File: config.mk
export PLATFORM = sky130hd
export DESIGN_NAME = rtc_timekeeper
export DESIGN_NICKNAME = d
export VERILOG_FILES = /design/src/rtl/rtc_pkg.sv /design/src/rtl/rtc_prescaler.sv /design/src/rtl/rtc_calendar.sv /design/src/rtl/rtc_alarm.sv /design/src/rtl/rtc_timekeeper.sv
export SDC_FILE = /design/constraint.sdc
export NUM_CORES = 1
export LEC_CHECK = 0
export BUFFER_PORTS_ARGS = -buffer_cell sky130_fd_sc_hd__clkbuf_2
export CAP_MARGIN = 5
export CORE_UTILIZATION = 40
export DETAILED_ROUTE_END_ITERATION = 12
export GPL_ROUTABILITY_DRIVEN = 0
export SLEW_MARGIN = 40
export SYNTH_ARGS = -nofsm -noshare
export SYNTH_HDL_FRONTEND = slang
export SYNTH_HIERARCHICAL = 1
export SYNTH_SLANG_ARGS = --single-unit
File: constraint.sdc
create_clock -name clk_i -period 3.1 [get_ports clk_i]
set_clock_uncertainty 0.15 [all_clocks]
set_input_delay 0.465 -clock clk_i [delete_from_list [all_inputs] [get_ports clk_i]]
set_output_delay 0.465 -clock clk_i [all_outputs]
set_load 0.01 [all_outputs]
File: src/rtl/rtc_pkg.sv
package rtc_pkg;
  localparam int DATA_W = 8;

  typedef struct packed {
    logic [5:0] sec;
    logic [5:0] min;
    logic [4:0] hour;
    logic [4:0] date;
    logic [2:0] dow;
    logic [3:0] month;
    logic [6:0] year;
  } rtc_time_t;

  localparam rtc_time_t TIME_RST = '{sec: 6'd0, min: 6'd0, hour: 5'd0, date: 5'd1,
                                     dow: 3'd0, month: 4'd1, year: 7'd0};

  function automatic logic [4:0] month_days(logic [3:0] m, logic [6:0] y);
    case (m)
      4'd2:                        return (y[1:0] == 2'b00) ? 5'd29 : 5'd28;
      4'd4, 4'd6, 4'd9, 4'd11:     return 5'd30;
      default:                     return 5'd31;
    endcase
  endfunction

  function automatic rtc_time_t step_second(rtc_time_t t);
    rtc_time_t n;
    n = t;
    if (t.sec < 6'd59) n.sec = t.sec + 6'd1;
    else begin
      n.sec = 6'd0;
      if (t.min < 6'd59) n.min = t.min + 6'd1;
      else begin
        n.min = 6'd0;
        if (t.hour < 5'd23) n.hour = t.hour + 5'd1;
        else begin
          n.hour = 5'd0;
          n.dow  = (t.dow >= 3'd6) ? 3'd0 : t.dow + 3'd1;
          if (t.date < month_days(t.month, t.year)) n.date = t.date + 5'd1;
          else begin
            n.date = 5'd1;
            if (t.month < 4'd12) n.month = t.month + 4'd1;
            else begin
              n.month = 4'd1;
              n.year  = (t.year >= 7'd99) ? 7'd0 : t.year + 7'd1;
            end
          end
        end
      end
    end
    return n;
  endfunction
endpackage

File: src/rtl/rtc_prescaler.sv
module rtc_prescaler #(
  parameter int DIV_W = 15
) (
  input  logic clk_i,
  input  logic rst_ni,
  input  logic en_i,
  input  logic clr_i,
  output logic tick_o
);
  logic [DIV_W-1:0] cnt_q;

  always_ff @(posedge clk_i or negedge rst_ni) begin
    if (!rst_ni)    cnt_q <= '0;
    else if (clr_i) cnt_q <= '0;
    else if (en_i)  cnt_q <= cnt_q + 1'b1;
  end

  // tick on wrap from all-ones to zero
  assign tick_o = en_i && !clr_i && (cnt_q == '1);
endmodule

File: src/rtl/rtc_calendar.sv
module rtc_calendar
  import rtc_pkg::*;
(
  input  logic      clk_i,
  input  logic      rst_ni,
  input  logic      tick_i,
  input  logic      load_i,
  input  rtc_time_t load_val_i,
  output rtc_time_t now_o
);
  rtc_time_t now_q, nxt;

  always_comb nxt = step_second(now_q);

  always_ff @(posedge clk_i or negedge rst_ni) begin
    if (!rst_ni)     now_q <= TIME_RST;
    else if (load_i) now_q <= load_val_i;
    else if (tick_i) now_q <= nxt;
  end

  assign now_o = now_q;
endmodule

File: src/rtl/rtc_alarm.sv
module rtc_alarm #(
  parameter int DATA_W = 8
) (
  input  logic              clk_i,
  input  logic              rst_ni,
  input  logic              wr_i,
  input  logic [2:0]        ofs_i,
  input  logic [DATA_W-1:0] wdata_i,
  input  logic [5:0]        sec_i,
  input  logic [5:0]        min_i,
  input  logic [4:0]        hour_i,
  input  logic [4:0]        date_i,
  input  logic [2:0]        dow_i,
  input  logic [3:0]        month_i,
  output logic [DATA_W-1:0] rd_o,
  output logic              match_o
);
  localparam int NF = 6;

  logic [DATA_W-1:0] fld_q [NF];
  logic [DATA_W-1:0] cur   [NF];
  logic [NF-1:0]     mask_q;
  logic [NF-1:0]     eq;

  assign cur[0] = DATA_W'(sec_i);
  assign cur[1] = DATA_W'(min_i);
  assign cur[2] = DATA_W'(hour_i);
  assign cur[3] = DATA_W'(date_i);
  assign cur[4] = DATA_W'(dow_i);
  assign cur[5] = DATA_W'(month_i);

  for (genvar f = 0; f < NF; f++) begin : g_fld
    always_ff @(posedge clk_i or negedge rst_ni) begin
      if (!rst_ni)                               fld_q[f] <= '0;
      else if (wr_i && ofs_i == 3'(f))           fld_q[f] <= wdata_i;
    end
    assign eq[f] = !mask_q[f] || (fld_q[f] == cur[f]);
  end

  always_ff @(posedge clk_i or negedge rst_ni) begin
    if (!rst_ni)                          mask_q <= '0;
    else if (wr_i && ofs_i == 3'(NF))     mask_q <= wdata_i[NF-1:0];
  end

  assign match_o = (|mask_q) && (&eq);

  always_comb begin
    rd_o = '0;
    for (int f = 0; f < NF; f++)
      if (ofs_i == 3'(f)) rd_o = fld_q[f];
    if (ofs_i == 3'(NF)) rd_o = DATA_W'(mask_q);
  end
endmodule

File: src/rtl/rtc_timekeeper.sv
module rtc_timekeeper
  import rtc_pkg::*;
#(
  parameter int DIV_W      = 15,
  parameter int NUM_ALARMS = 2,
  parameter int ADDR_W     = $clog2((NUM_ALARMS + 2) * 8)
) (
  input  logic              clk_i,
  input  logic              rst_ni,
  input  logic              tick_en_i,
  input  logic              wr_i,
  input  logic [ADDR_W-1:0] addr_i,
  input  logic [DATA_W-1:0] wdata_i,
  output logic [DATA_W-1:0] rdata_o
);
  localparam int PG_W    = ADDR_W - 3;
  localparam int STAT_PG = NUM_ALARMS + 1;

  logic [PG_W-1:0]       page;
  logic [2:0]            ofs;
  logic                  wr_time, wr_ctrl, do_load, do_snap, sec_tick, eval_q;
  logic [NUM_ALARMS-1:0] clr_bits, hit, status_q;
  logic [DATA_W-1:0]     alarm_rd [NUM_ALARMS];
  rtc_time_t             live, hold_q;

  assign page     = addr_i[ADDR_W-1:3];
  assign ofs      = addr_i[2:0];
  assign wr_time  = wr_i && (page == '0) && (ofs != 3'd7);
  assign wr_ctrl  = wr_i && (page == '0) && (ofs == 3'd7);
  assign do_load  = wr_ctrl && wdata_i[0];
  assign do_snap  = wr_ctrl && wdata_i[1] && !wdata_i[0];
  assign clr_bits = (wr_i && page == PG_W'(STAT_PG) && ofs == 3'd0) ?
                    wdata_i[NUM_ALARMS-1:0] : '0;

  rtc_prescaler #(.DIV_W(DIV_W)) u_presc (
    .clk_i (clk_i), .rst_ni(rst_ni), .en_i(tick_en_i), .clr_i(do_load), .tick_o(sec_tick)
  );

  rtc_calendar u_cal (
    .clk_i(clk_i), .rst_ni(rst_ni), .tick_i(sec_tick), .load_i(do_load),
    .load_val_i(hold_q), .now_o(live)
  );

  // holding set: host writes and coherent snapshot
  always_ff @(posedge clk_i or negedge rst_ni) begin
    if (!rst_ni) hold_q <= TIME_RST;
    else if (do_snap) hold_q <= live;
    else if (wr_time) begin
      case (ofs)
        3'd0:    hold_q.sec   <= wdata_i[5:0];
        3'd1:    hold_q.min   <= wdata_i[5:0];
        3'd2:    hold_q.hour  <= wdata_i[4:0];
        3'd3:    hold_q.date  <= wdata_i[4:0];
        3'd4:    hold_q.dow   <= wdata_i[2:0];
        3'd5:    hold_q.month <= wdata_i[3:0];
        default: hold_q.year  <= wdata_i[6:0];
      endcase
    end
  end

  always_ff @(posedge clk_i or negedge rst_ni) begin
    if (!rst_ni) eval_q <= 1'b0;
    else         eval_q <= sec_tick;
  end

  for (genvar k = 0; k < NUM_ALARMS; k++) begin : g_alarm
    rtc_alarm #(.DATA_W(DATA_W)) u_alarm (
      .clk_i(clk_i), .rst_ni(rst_ni),
      .wr_i(wr_i && page == PG_W'(k + 1)), .ofs_i(ofs), .wdata_i(wdata_i),
      .sec_i(live.sec), .min_i(live.min), .hour_i(live.hour), .date_i(live.date),
      .dow_i(live.dow), .month_i(live.month),
      .rd_o(alarm_rd[k]), .match_o(hit[k])
    );

    // set wins over clear
    always_ff @(posedge clk_i or negedge rst_ni) begin
      if (!rst_ni)                 status_q[k] <= 1'b0;
      else if (eval_q && hit[k])   status_q[k] <= 1'b1;
      else if (clr_bits[k])        status_q[k] <= 1'b0;
    end
  end

  always_comb begin
    rdata_o = '0;
    if (page == '0) begin
      case (ofs)
        3'd0:    rdata_o = DATA_W'(hold_q.sec);
        3'd1:    rdata_o = DATA_W'(hold_q.min);
        3'd2:    rdata_o = DATA_W'(hold_q.hour);
        3'd3:    rdata_o = DATA_W'(hold_q.date);
        3'd4:    rdata_o = DATA_W'(hold_q.dow);
        3'd5:    rdata_o = DATA_W'(hold_q.month);
        3'd6:    rdata_o = DATA_W'(hold_q.year);
        default: rdata_o = '0;
      endcase
    end else if (page == PG_W'(STAT_PG)) begin
      if (ofs == 3'd0) rdata_o = DATA_W'(status_q);
    end else begin
      for (int k = 0; k < NUM_ALARMS; k++)
        if (page == PG_W'(k + 1)) rdata_o = alarm_rd[k];
    end
  end
endmodule

Word level (Yosys, flattened, before mapping)
Cells that the tools add are included.

Memories: 0. Input port bits: 17. Bits in latches: 0. Bits in read-only memories: 0. Bits in writable memories: 0. Register bits after elaboration: 198.

Add/subtract/negate cells: 8. Div/mod/pow operators: 0. Multiplexer cells: 55. Order comparisons: 7. Eq/ne operators: 35. Multipliers: 0. Shifts and indexed selects: 0. Reduce and logical (&&, ||, !) cells: 88. Bitwise gates (word level): 0.

Operators by type and width (count): two-way mux 36 bit (4); two-way mux 8 bit (18); one-hot mux 7 bit (7 select lines) (1); two-way mux 5 bit (7); equality test 8 x 5 -> 1 bit (4); equality test 8 x 6 -> 1 bit (4); logical AND 1 bit (30); two-way mux 15 bit (2); two-way mux 30 bit (1); two-way mux 24 bit (1); two-way mux 6 bit (4); nonzero test 2 bit (11); two-way mux 7 bit (3); two-way mux 19 bit (1); AND reduction 6 bit (3); OR reduction 6 bit (3); equality test 8 x 3 -> 1 bit (2); equality test 8 x 4 -> 1 bit (2); AND reduction 2 bit (8); adder 15 x 1 -> 15 bit, second input constant (1); equality test 15 bit, second input constant (1); logical NOT 1 bit (14); adder 6 x 1 -> 6 bit, second input constant (2); equality test 3 bit, second input constant (4); 33 further kinds (62).

Longest topological paths before layout
Gate-level depths: netlist (run 1).

Word-level depth: 13. Mapped depth: 13. Mapped depth without buffers: 9.

Cells and area by module
Netlist (run 1), hierarchy kept.

By module, submodules not included: rtc_alarm at g_alarm[1].u_alarm (times used 1, cells each 253, seq. area each 1351.3 sq um, area each 3001.6 sq um); rtc_alarm at g_alarm[0].u_alarm (times used 1, cells each 242, seq. area each 1351.3 sq um, area each 2975.4 sq um); rtc_timekeeper (times used 1, cells each 271, seq. area each 978.4 sq um, area each 2371.0 sq um); rtc_calendar (times used 1, cells each 256, seq. area each 903.4 sq um, area each 2270.9 sq um); rtc_prescaler (times used 1, cells each 78, seq. area each 375.4 sq um, area each 799.5 sq um).

Worst setup path before layout (run 1)
OpenSTA, ideal clock, no wires.

Path type: input-to-reg. From: input port tick_en_i. To: register u_cal.now_q, in the netlist u_cal/now_o[1]. Path buffers: 3. Slack: 0.102 ns. Library setup time: 0.125 ns. Arrival time: 2.723 ns. Stages on the path: 10. Path through: buf_2 > nand4_4 > or4_4 > nor2_1 > buf_2 > a41oi_2 > nand2b_4 > buf_6 > nor3_4 > mux2_2.

Word-level cells in the longest chain between the ends: 4.

RTL lines: start: declaration (line rtc_timekeeper.sv:10) `input logic tick_en_i,`; logical AND 1 bit (2 in a row) (line rtc_prescaler.sv:19) `assign tick_o = en_i && !clr_i && (cnt_q == '1);`; named net sec_tick (line rtc_timekeeper.sv:21) `logic wr_time, wr_ctrl, do_load, do_snap, sec_tick, eval_q;`; nonzero test 2 bit (no line); AND reduction 6 bit (no line); end signal: assignment (line rtc_calendar.sv:17) `else if (load_i) now_q <= load_val_i;`; end signal: assignment (line rtc_calendar.sv:18) `else if (tick_i) now_q <= nxt;`; end: declaration (line rtc_calendar.sv:11) `rtc_time_t now_q, nxt;`.

The timed path passes the listed nets, and every way through them passes these cells. A chain may end at the register's enable or synchronous reset.

==> flow_summary.json, run 1 <==
{
  "status": "completed",
  "core_region_area_mm2": 0.0279,
  "setup_slack_ns": 0.0262,
  "synthesis.nets": 1130,
  "grt-ovfl-total": 0,
  "asyncSetResetFlopFracSynth_pct": 100,
  "syn-mean-instance-area_um2": 10.4,
  "post_route_cells_drive_above_1_share_pct": 25.5,
  "synth-edff-count": 0,
  "placement.io_buffers": 24,
  "layout.nets": 1191,
  "rsz0062_at_grt": "yes",
  "antenna_violations_before_repair": 0,
  "min_path_type": "in -> reg",
  "cp.arrival_ns": 2.46,
  "viasPerCell": 5.95,
  "detailed_routing_iterations_pass_1": 7,
  "number_of_different_library_cells_in_the_post_synthesis_netlist": 83,
  "dominantRegCellSynth": "sky130_fd_sc_hd__dfrtp_1",
  "worstSetupEndpointType": "output port",
  "vias": 9237,
  "syn-instance-count": 1100,
  "critical_path_class": "reg -> out",
  "number_of_levels_the_h_tree_was_split_into": 4,
  "estimated_wirelength_of_the_detail_placed_design_mm": 25.6,
  "dieArea_mm2": 0.0292,
  "power.static_leakage_uw": 0.00568,
  "cts-buffers-inserted": 17,
  "clkSlewWorstSetupHoldPaths_ns": 0.09,
  "min_period_over_period_pct": 99.2,
  "vias_in_the_first_global_route": 8863,
  "achievable-frequency_mhz": 325,
  "finish.utilization_pct": 46.3,
  "dp_slack_ns": -0.00825,
  "report.final.hold_viol_count": 0,
  "ff_to_ff_path_depth": 9,
  "hold-path-cell-count": 3,
  "dieWidth_um": 171,
  "top_level_ports": 25,
  "critical_path_depth": 9,
  "postSynthRegisterBits": 198,
  "floorplan.die.height_um": 171,
  "crit_path_top_delay_cell": "sky130_fd_sc_hd__a222oi_1",
  "maxSlewHeadroom_pct": 52.3,
  "cts-root-buf": "sky130_fd_sc_hd__clkbuf_16",
  "cell_type_group_with_the_largest_total_delay_on_the_critical_path": "compound AO/OA/AOI/OAI gates",
  "drv_slew": 0,
  "grt_pass1_wl_mm": 54.4,
  "drc_violation_count_after_routing": 0,
  "timing.critical_path.required_ns": 2.48,
  "yosysSeqAreaShare_pct": 43.4,
  "worstPathBufferInverterCount": 1,
  "post_drt_wl_per_cell_um": 22.7,
  "power_per_cell_area_mw_per_mm2": 560,
  "detailedRoute.firstIterationViolations": 977,
  "globalRouteMet1Util_pct": 35.0,
  "fin_hold_ws_ns": 0.250,
  "setup_viol": 0,
  "wirelength_mm": 35.3,
  "timing.critical_path.cells": "mux2i_1, o2bb2ai_1, a222oi_1, o21a_1, a211oi_1, a22o_1, a22oi_2, o21ai_1, clkbuf_2",
  "insertedDiodeCount": 0,
  "start_util_pct": 40.9,
  "finalWorstPathRequiredPeriod_ns": 3.07,
  "insertion_delay_ns": 0.45,
  "delay_of_the_slowest_cell_on_the_worst_path_ns": 0.42,
  "area_growth_pct": 13.2,
  "drv_cap": 0,
  "grtUsageMet2_pct": 38.3,
  "std_cell_rows": 61,
  "yosys_warning_count": 6,
  "tritoncts": "yes",
  "met3_usage_pct": 5.62,
  "slew_at_the_pin_with_the_worst_max_slew_slack_ns": 0.716,
  "irDropWorstVdd_mv": 0.365,
  "detail-route-antenna-nets": 0,
  "clk_path_buf_depth": 2,
  "clkSinkCount": 198,
  "critical_path_peak_fanout": 2,
  "groute.usage.overall_pct": 25.1,
  "critical_path.startpoint_type": "flip-flop",
  "top_usage_layer": "met2",
  "grt_max_degree": 69,
  "synth_area_mm2": 0.0114
}
through the flow:
step                      area [µm²]  instances  total power (µW)  setup TNS, ns
after CTS                      12900       1549              7260              0
final                          12900       1552              7240              0
after global routing           12900       1552              7580        -0.0481
after floorplan                11400       1100              4410              0
after global placement         12300       1513              4980              0
after detailed placement       12300       1514              5020       -0.00825
power breakdown:
part | leakage [µW] | switching (µW) | internal (µW)
Clock | 0.000282 | 1120 | 1100
Combinational | 0.00287 | 719 | 720
Sequential | 0.00253 | 553 | 3030
metal layers:
metal,part of all wire [%],up-vias,routed length (µm)
li1,-,4208,-
met1,45,4570,15800
met2,45,402,15900
met3,7.8,57,2750
met4,2.5,0,872
met5,0,-,0
synth_stat cells, drive strengths merged (4+ instances only):
master	number	area share, %
nand2b	9	0.62
nor2b	13	0.71
buf	35	2.1
nor4	7	0.38
a222oi	8	0.70
xor2	31	2.4
nor2	56	1.9
inv	23	0.76
a211oi	8	0.53
nand4	18	1.5
o31ai	14	1.1
o22ai	17	0.93
o211ai	7	0.46
nor3b	8	0.62
dfstp	4	0.92
mux2	128	13
o32ai	4	0.31
and3	9	0.49
ha	13	1.4
nand2	82	2.8
mux2i	27	2.4
a21o	6	0.39
o21ai	88	3.9
a221o	5	0.44
dfrtp	194	43
o21a	5	0.33
or4	12	0.82
a22o	10	0.77
o2bb2ai	5	0.38
a21boi	4	0.26
and2	7	0.38
nor3	23	1.6
xnor2	35	2.7
a22oi	13	0.85
nand3	21	0.92
a21oi	83	3.7
clkbuf	16	0.53
a221oi	6	0.51
worst min-delay path, stage by stage:
cell and delay [ns]:
sky130_fd_sc_hd__clkbuf_2 0.17, sky130_fd_sc_hd__xnor2_1 0.08, sky130_fd_sc_hd__nor2_1 0.08
worst paths after layout:
| check | startpoint | end | slack (ns) |
|---|---|---|---|
| worst min register to register | hold_q[7]$_DFFE_PN1P_ | hold_q[7]$_DFFE_PN1P_ | 0.34 |
| min in group asynchronous | rst_ni | g_alarm[1].u_alarm/fld_q[36]$_DFFE_PN0P_ | 0.44 |
| worst max register to register | u_presc/cnt_q[0]$_DFFE_PN0P_ | u_cal/now_o[4]$_DFFE_PN0P_ | 0.29 |
| max in group asynchronous | rst_ni | hold_q[7]$_DFFE_PN1P_ | 1.57 |
| worst max-delay path | g_alarm[1].u_alarm/fld_q[24]$_DFFE_PN0P_ | rdata_o[0] | 0.03 |
| worst min-delay path | tick_en_i | u_presc/cnt_q[0]$_DFFE_PN0P_ | 0.25 |
cells by family (layout without fill, tap and decap cells):
logic type	after synthesis	after routing	synth area share, %
DFF	198	198	43.4
buffers and inverters	77	151	3.47
AOI/OAI and AO/OA	307	307	17.4
and+or+nand+nor	283	283	14.0
muxes	156	156	15.2
xor gates and xnor gates	66	66	5.06
adders and majority gates	13	13	1.42
flip-flops by register name (all words and copies together), names as in the netlist:
signal / cells
g_alarm.u_alarm/mask_q: 12
eval_q: 1
u_presc/cnt_q: 15
g_alarm.u_alarm/fld_q: 96
status_q: 2
hold_q: 36
u_cal/now_o: 36
repair_timing:
action,CTS,global route
hold endpoints to repair,65,0
buffers inserted,2,2
gates cloned,0,0
hold buffers,1,0
resized for setup,1,12
pin swaps,2,4
endpoints found under the setup margin,1,6
cells in the final DEF (no fill, tap or decap), drive strengths merged, types with 6 or more instances in the layout:
cell,synthesis,routed
o31ai,14,14
ha,13,13
dfrtp,194,194
nand3,21,21
a222oi,8,8
buf,35,70
a22oi,13,13
mux2,128,128
a22o,10,10
xnor2,35,35
o21ai,88,88
a21oi,83,83
nand2b,9,9
inv,23,33
nor2,56,56
o211ai,7,7
or4,12,12
nand4,18,18
nor2b,13,13
nor4,7,7
o22ai,17,17
a221oi,6,6
a21o,6,6
nor3b,8,8
and2,7,7
xor2,31,31
clkbuf,16,41
a211oi,8,8
mux2i,27,27
nand2,82,82
nor3,23,23
and3,9,9
final cells by class:
class	instances	area, µm²
inverter	26	98.8
clock buffer	19	443
fill	2659	15000
sequential	198	4960
clock inverter	13	133
multi-input combinational	825	6100
timing repair buffer	93	716
tap	378	473
Note: power is estimated with default switching activity, not from simulation.
==> run 2, diff against run 1 <==
--- a/config.mk
+++ b/config.mk
@@ -7,9 +7,14 @@
 export LEC_CHECK = 0
 export BUFFER_PORTS_ARGS = -buffer_cell sky130_fd_sc_hd__clkbuf_2
 export CAP_MARGIN = 5
-export CORE_UTILIZATION = 40
+export CELL_PAD_IN_SITES_DETAIL_PLACEMENT = 1
+export CELL_PAD_IN_SITES_GLOBAL_PLACEMENT = 2
+export CORE_UTILIZATION = 38
 export DETAILED_ROUTE_END_ITERATION = 12
 export GPL_ROUTABILITY_DRIVEN = 0
+export MAX_ROUTING_LAYER = met4
+export PLACE_DENSITY_LB_ADDON = 0.1
+export REMOVE_ABC_BUFFERS = 1
 export SLEW_MARGIN = 40
 export SYNTH_ARGS = -nofsm -noshare
 export SYNTH_HDL_FRONTEND = slang
==> run 2 against run 1 <==
- register-to-register slack got worse by 0.12 ns
- first-iteration DRC count shrank 38%
- final cell count rose by 2.7%
- combinational power rose by 6%
- sequential power about the same
- design area is 1.8% higher
- power increased by 2.5%
- worst setup slack worse by 0.020 ns
- core utilization decreased by 1.9 points
- non-clock buffer count increased by 29
- sequential share of layout area is 0.67 points lower
- fmax is 0.64% lower
- critical path type unchanged
- highest routed layer unchanged
==> flow_summary.json, run 2 (same netlist as run 1, synthesis figures left out) <==
{
  "vias": 9181,
  "finish.utilization_pct": 44.4,
  "fillers": 3324,
  "layout_commonest_cell": "sky130_fd_sc_hd__dfrtp_1",
  "critical_path.startpoint_type": "flip-flop",
  "dp_slack_ns": -0.00670,
  "maxSlewHeadroom_pct": 48.7,
  "multi_input_area_mm2": 0.00610,
  "worst_r2r_endpoint": "u_cal/now_o[1]$_DFFE_PN0P_",
  "drv_cap": 0,
  "achievable-frequency_mhz": 323,
  "worstSetupEndpointType": "output port",
  "start_util_pct": 38.5,
  "power_per_cell_area_mw_per_mm2": 565,
  "post_drt_wl_per_cell_um": 25.1,
  "finalWorstPathRequiredPeriod_ns": 3.09,
  "viasPerCell": 5.76,
  "status": "completed",
  "dpl-instance-area_mm2": 0.0125,
  "number_of_levels_the_h_tree_was_split_into": 4,
  "antenna_violations_before_repair": 0,
  "grt_pass1_wl_mm": 61.8,
  "globalRouteMet1Util_pct": 37.1,
  "rsz0062_at_grt": "yes",
  "critical_path_peak_fanout": 2,
  "grtUsageMet2_pct": 46.0,
  "r2r_start": "u_presc/cnt_q[0]$_DFFE_PN0P_",
  "dieArea_mm2": 0.0307,
  "wirelength_mm": 40.1,
  "core_region_area_mm2": 0.0296,
  "min_path_type": "in -> reg",
  "fin_tns_setup_ns": 0,
  "area_growth_pct": 15.2,
  "cts-buffers-inserted": 17,
  "drv_slew": 0,
  "report.final.hold_viol_count": 0,
  "detailed_routing_iterations_pass_1": 6,
  "cp.arrival_ns": 2.48,
  "detail-route-antenna-nets": 0,
  "register_area_mm2": 0.00496,
  "insertion_delay_ns": 0.46,
  "groute.usage.overall_pct": 28.0,
  "setup_viol": 0,
  "grt-ovfl-total": 0,
  "clkSinkCount": 198,
  "cts-root-buf": "sky130_fd_sc_hd__clkbuf_16",
  "drc_violation_count_after_routing": 0,
  "post_route_cells_drive_above_1_share_pct": 27.3,
  "critical_path_class": "reg -> out",
  "clk_path_buf_depth": 2,
  "min_period_over_period_pct": 99.8,
  "placement.io_buffers": 24,
  "floorplan.die.height_um": 175,
  "estimated_wirelength_of_the_detail_placed_design_mm": 29.2,
  "final_instance_area_mm2": 0.0132,
  "largest_register_ffs": 96,
  "layout.nets": 1220,
  "max_flop_register": "g_alarm.u_alarm/fld_q",
  "clkSlewWorstSetupHoldPaths_ns": 0.08,
  "ff_to_ff_path_depth": 8,
  "slew_at_the_pin_with_the_worst_max_slew_slack_ns": 0.770,
  "std_cell_rows": 63,
  "timing.critical_path.required_ns": 2.48,
  "tritoncts": "yes",
  "setup_slack_ns": 0.00629,
  "dieWidth_um": 175,
  "hold_path.startpoint": "tick_en_i",
  "vias_in_the_first_global_route": 9576,
  "top_usage_layer": "met2",
  "power.static_leakage_uw": 0.00581,
  "final_cell_mix": "194 x sky130_fd_sc_hd__dfrtp_1, 127 x sky130_fd_sc_hd__mux2_2, 93 x sky130_fd_sc_hd__buf_4",
  "irDropWorstVdd_mv": 0.392,
  "detailedRoute.firstIterationViolations": 608,
  "met3_usage_pct": 3.64,
  "top_level_ports": 25,
  "hold-path-cell-count": 3,
  "grt_max_degree": 87,
  "ff_to_ff_setup_slack_ns": 0.17,
  "hold_end": "u_presc/cnt_q[0]$_DFFE_PN0P_"
}
run 2: changes by cell type in the layout (fill, tap and decap cells not counted), sizes merged:
| cell | before | now |
|---|---|---|
| diode | 0 | 1 |
| clkinvlp | 1 | 2 |
| clkbuf | 41 | 37 |
| buf | 70 | 102 |
| clkinv | 5 | 6 |
| bufinv | 0 | 2 |
| inv | 33 | 30 |
run 2: critical path: stages (launching register included):
cell and delay [ns]:
sky130_fd_sc_hd__dfrtp_1 0.40, sky130_fd_sc_hd__mux2i_1 0.14, sky130_fd_sc_hd__o2bb2ai_1 0.10, sky130_fd_sc_hd__a222oi_1 0.40
sky130_fd_sc_hd__o21a_1 0.20, sky130_fd_sc_hd__a211oi_2 0.05, sky130_fd_sc_hd__a22o_1 0.23, sky130_fd_sc_hd__a22oi_2 0.23
sky130_fd_sc_hd__o21ai_2 0.11, sky130_fd_sc_hd__buf_2 0.16
run 2: power breakdown:
part           switching (µW)  total, µW  internal, µW
logic                     774       1520           746
clock network            1130       2340          1210
registers                 537       3570          3030
total                    2440       7430          4990
run 2: metal layers:
layer,part of all wire (%),wire length [µm]
met2,49,19700
met3,3.2,1270
met4,0.98,391
met1,47,18700
met5,0,0
run 2: worst max path at each step:
stage	startpoint	endpoint	slack, ns
2_1_floorplan	wr_i	u_cal/now_o[1]$_DFFE_PN0P_	-1.62
3_3_place_gp	addr_i[1]	rdata_o[0]	-0.02
3_5_place_dp	addr_i[1]	rdata_o[0]	-0.007
4_1_cts	addr_i[1]	rdata_o[2]	0.003
5_1_grt	g_alarm[1].u_alarm/fld_q[27]$_DFFE_PN0P_	rdata_o[3]	-0.1
6_report	g_alarm[1].u_alarm/fld_q[24]$_DFFE_PN0P_	rdata_o[0]	0.006
run 2: area by class of cell:
cell class / instances / area share, %
tap: 390 / 3.71
clock inverter: 14 / 1.24
multi-input combinational: 825 / 46.4
clock buffer: 18 / 3.26
antenna: 1 / 0.0190
inverter: 26 / 0.752
timing repair buffer: 122 / 6.92
sequential: 198 / 37.7
run 2: metrics by stage:
step | hold slack (ns) | std cells | total power (µW)
3_3_place_gp | 0.320 | 1554 | 5050
5_1_grt | 0.247 | 1593 | 7790
4_1_cts | 0.215 | 1590 | 7470
6_report | 0.230 | 1594 | 7430
3_5_place_dp | 0.335 | 1555 | 5100
2_1_floorplan | 0.0194 | 1049 | 4350
run 2: timing repair:
action                     4_1_cts  5_1_grt
buffers inserted                 2        2
pin swaps                        3        5
hold endpoints to repair        82        0
setup endpoints to repair        4        6
hold buffers                     1        0
resized for setup                5       10
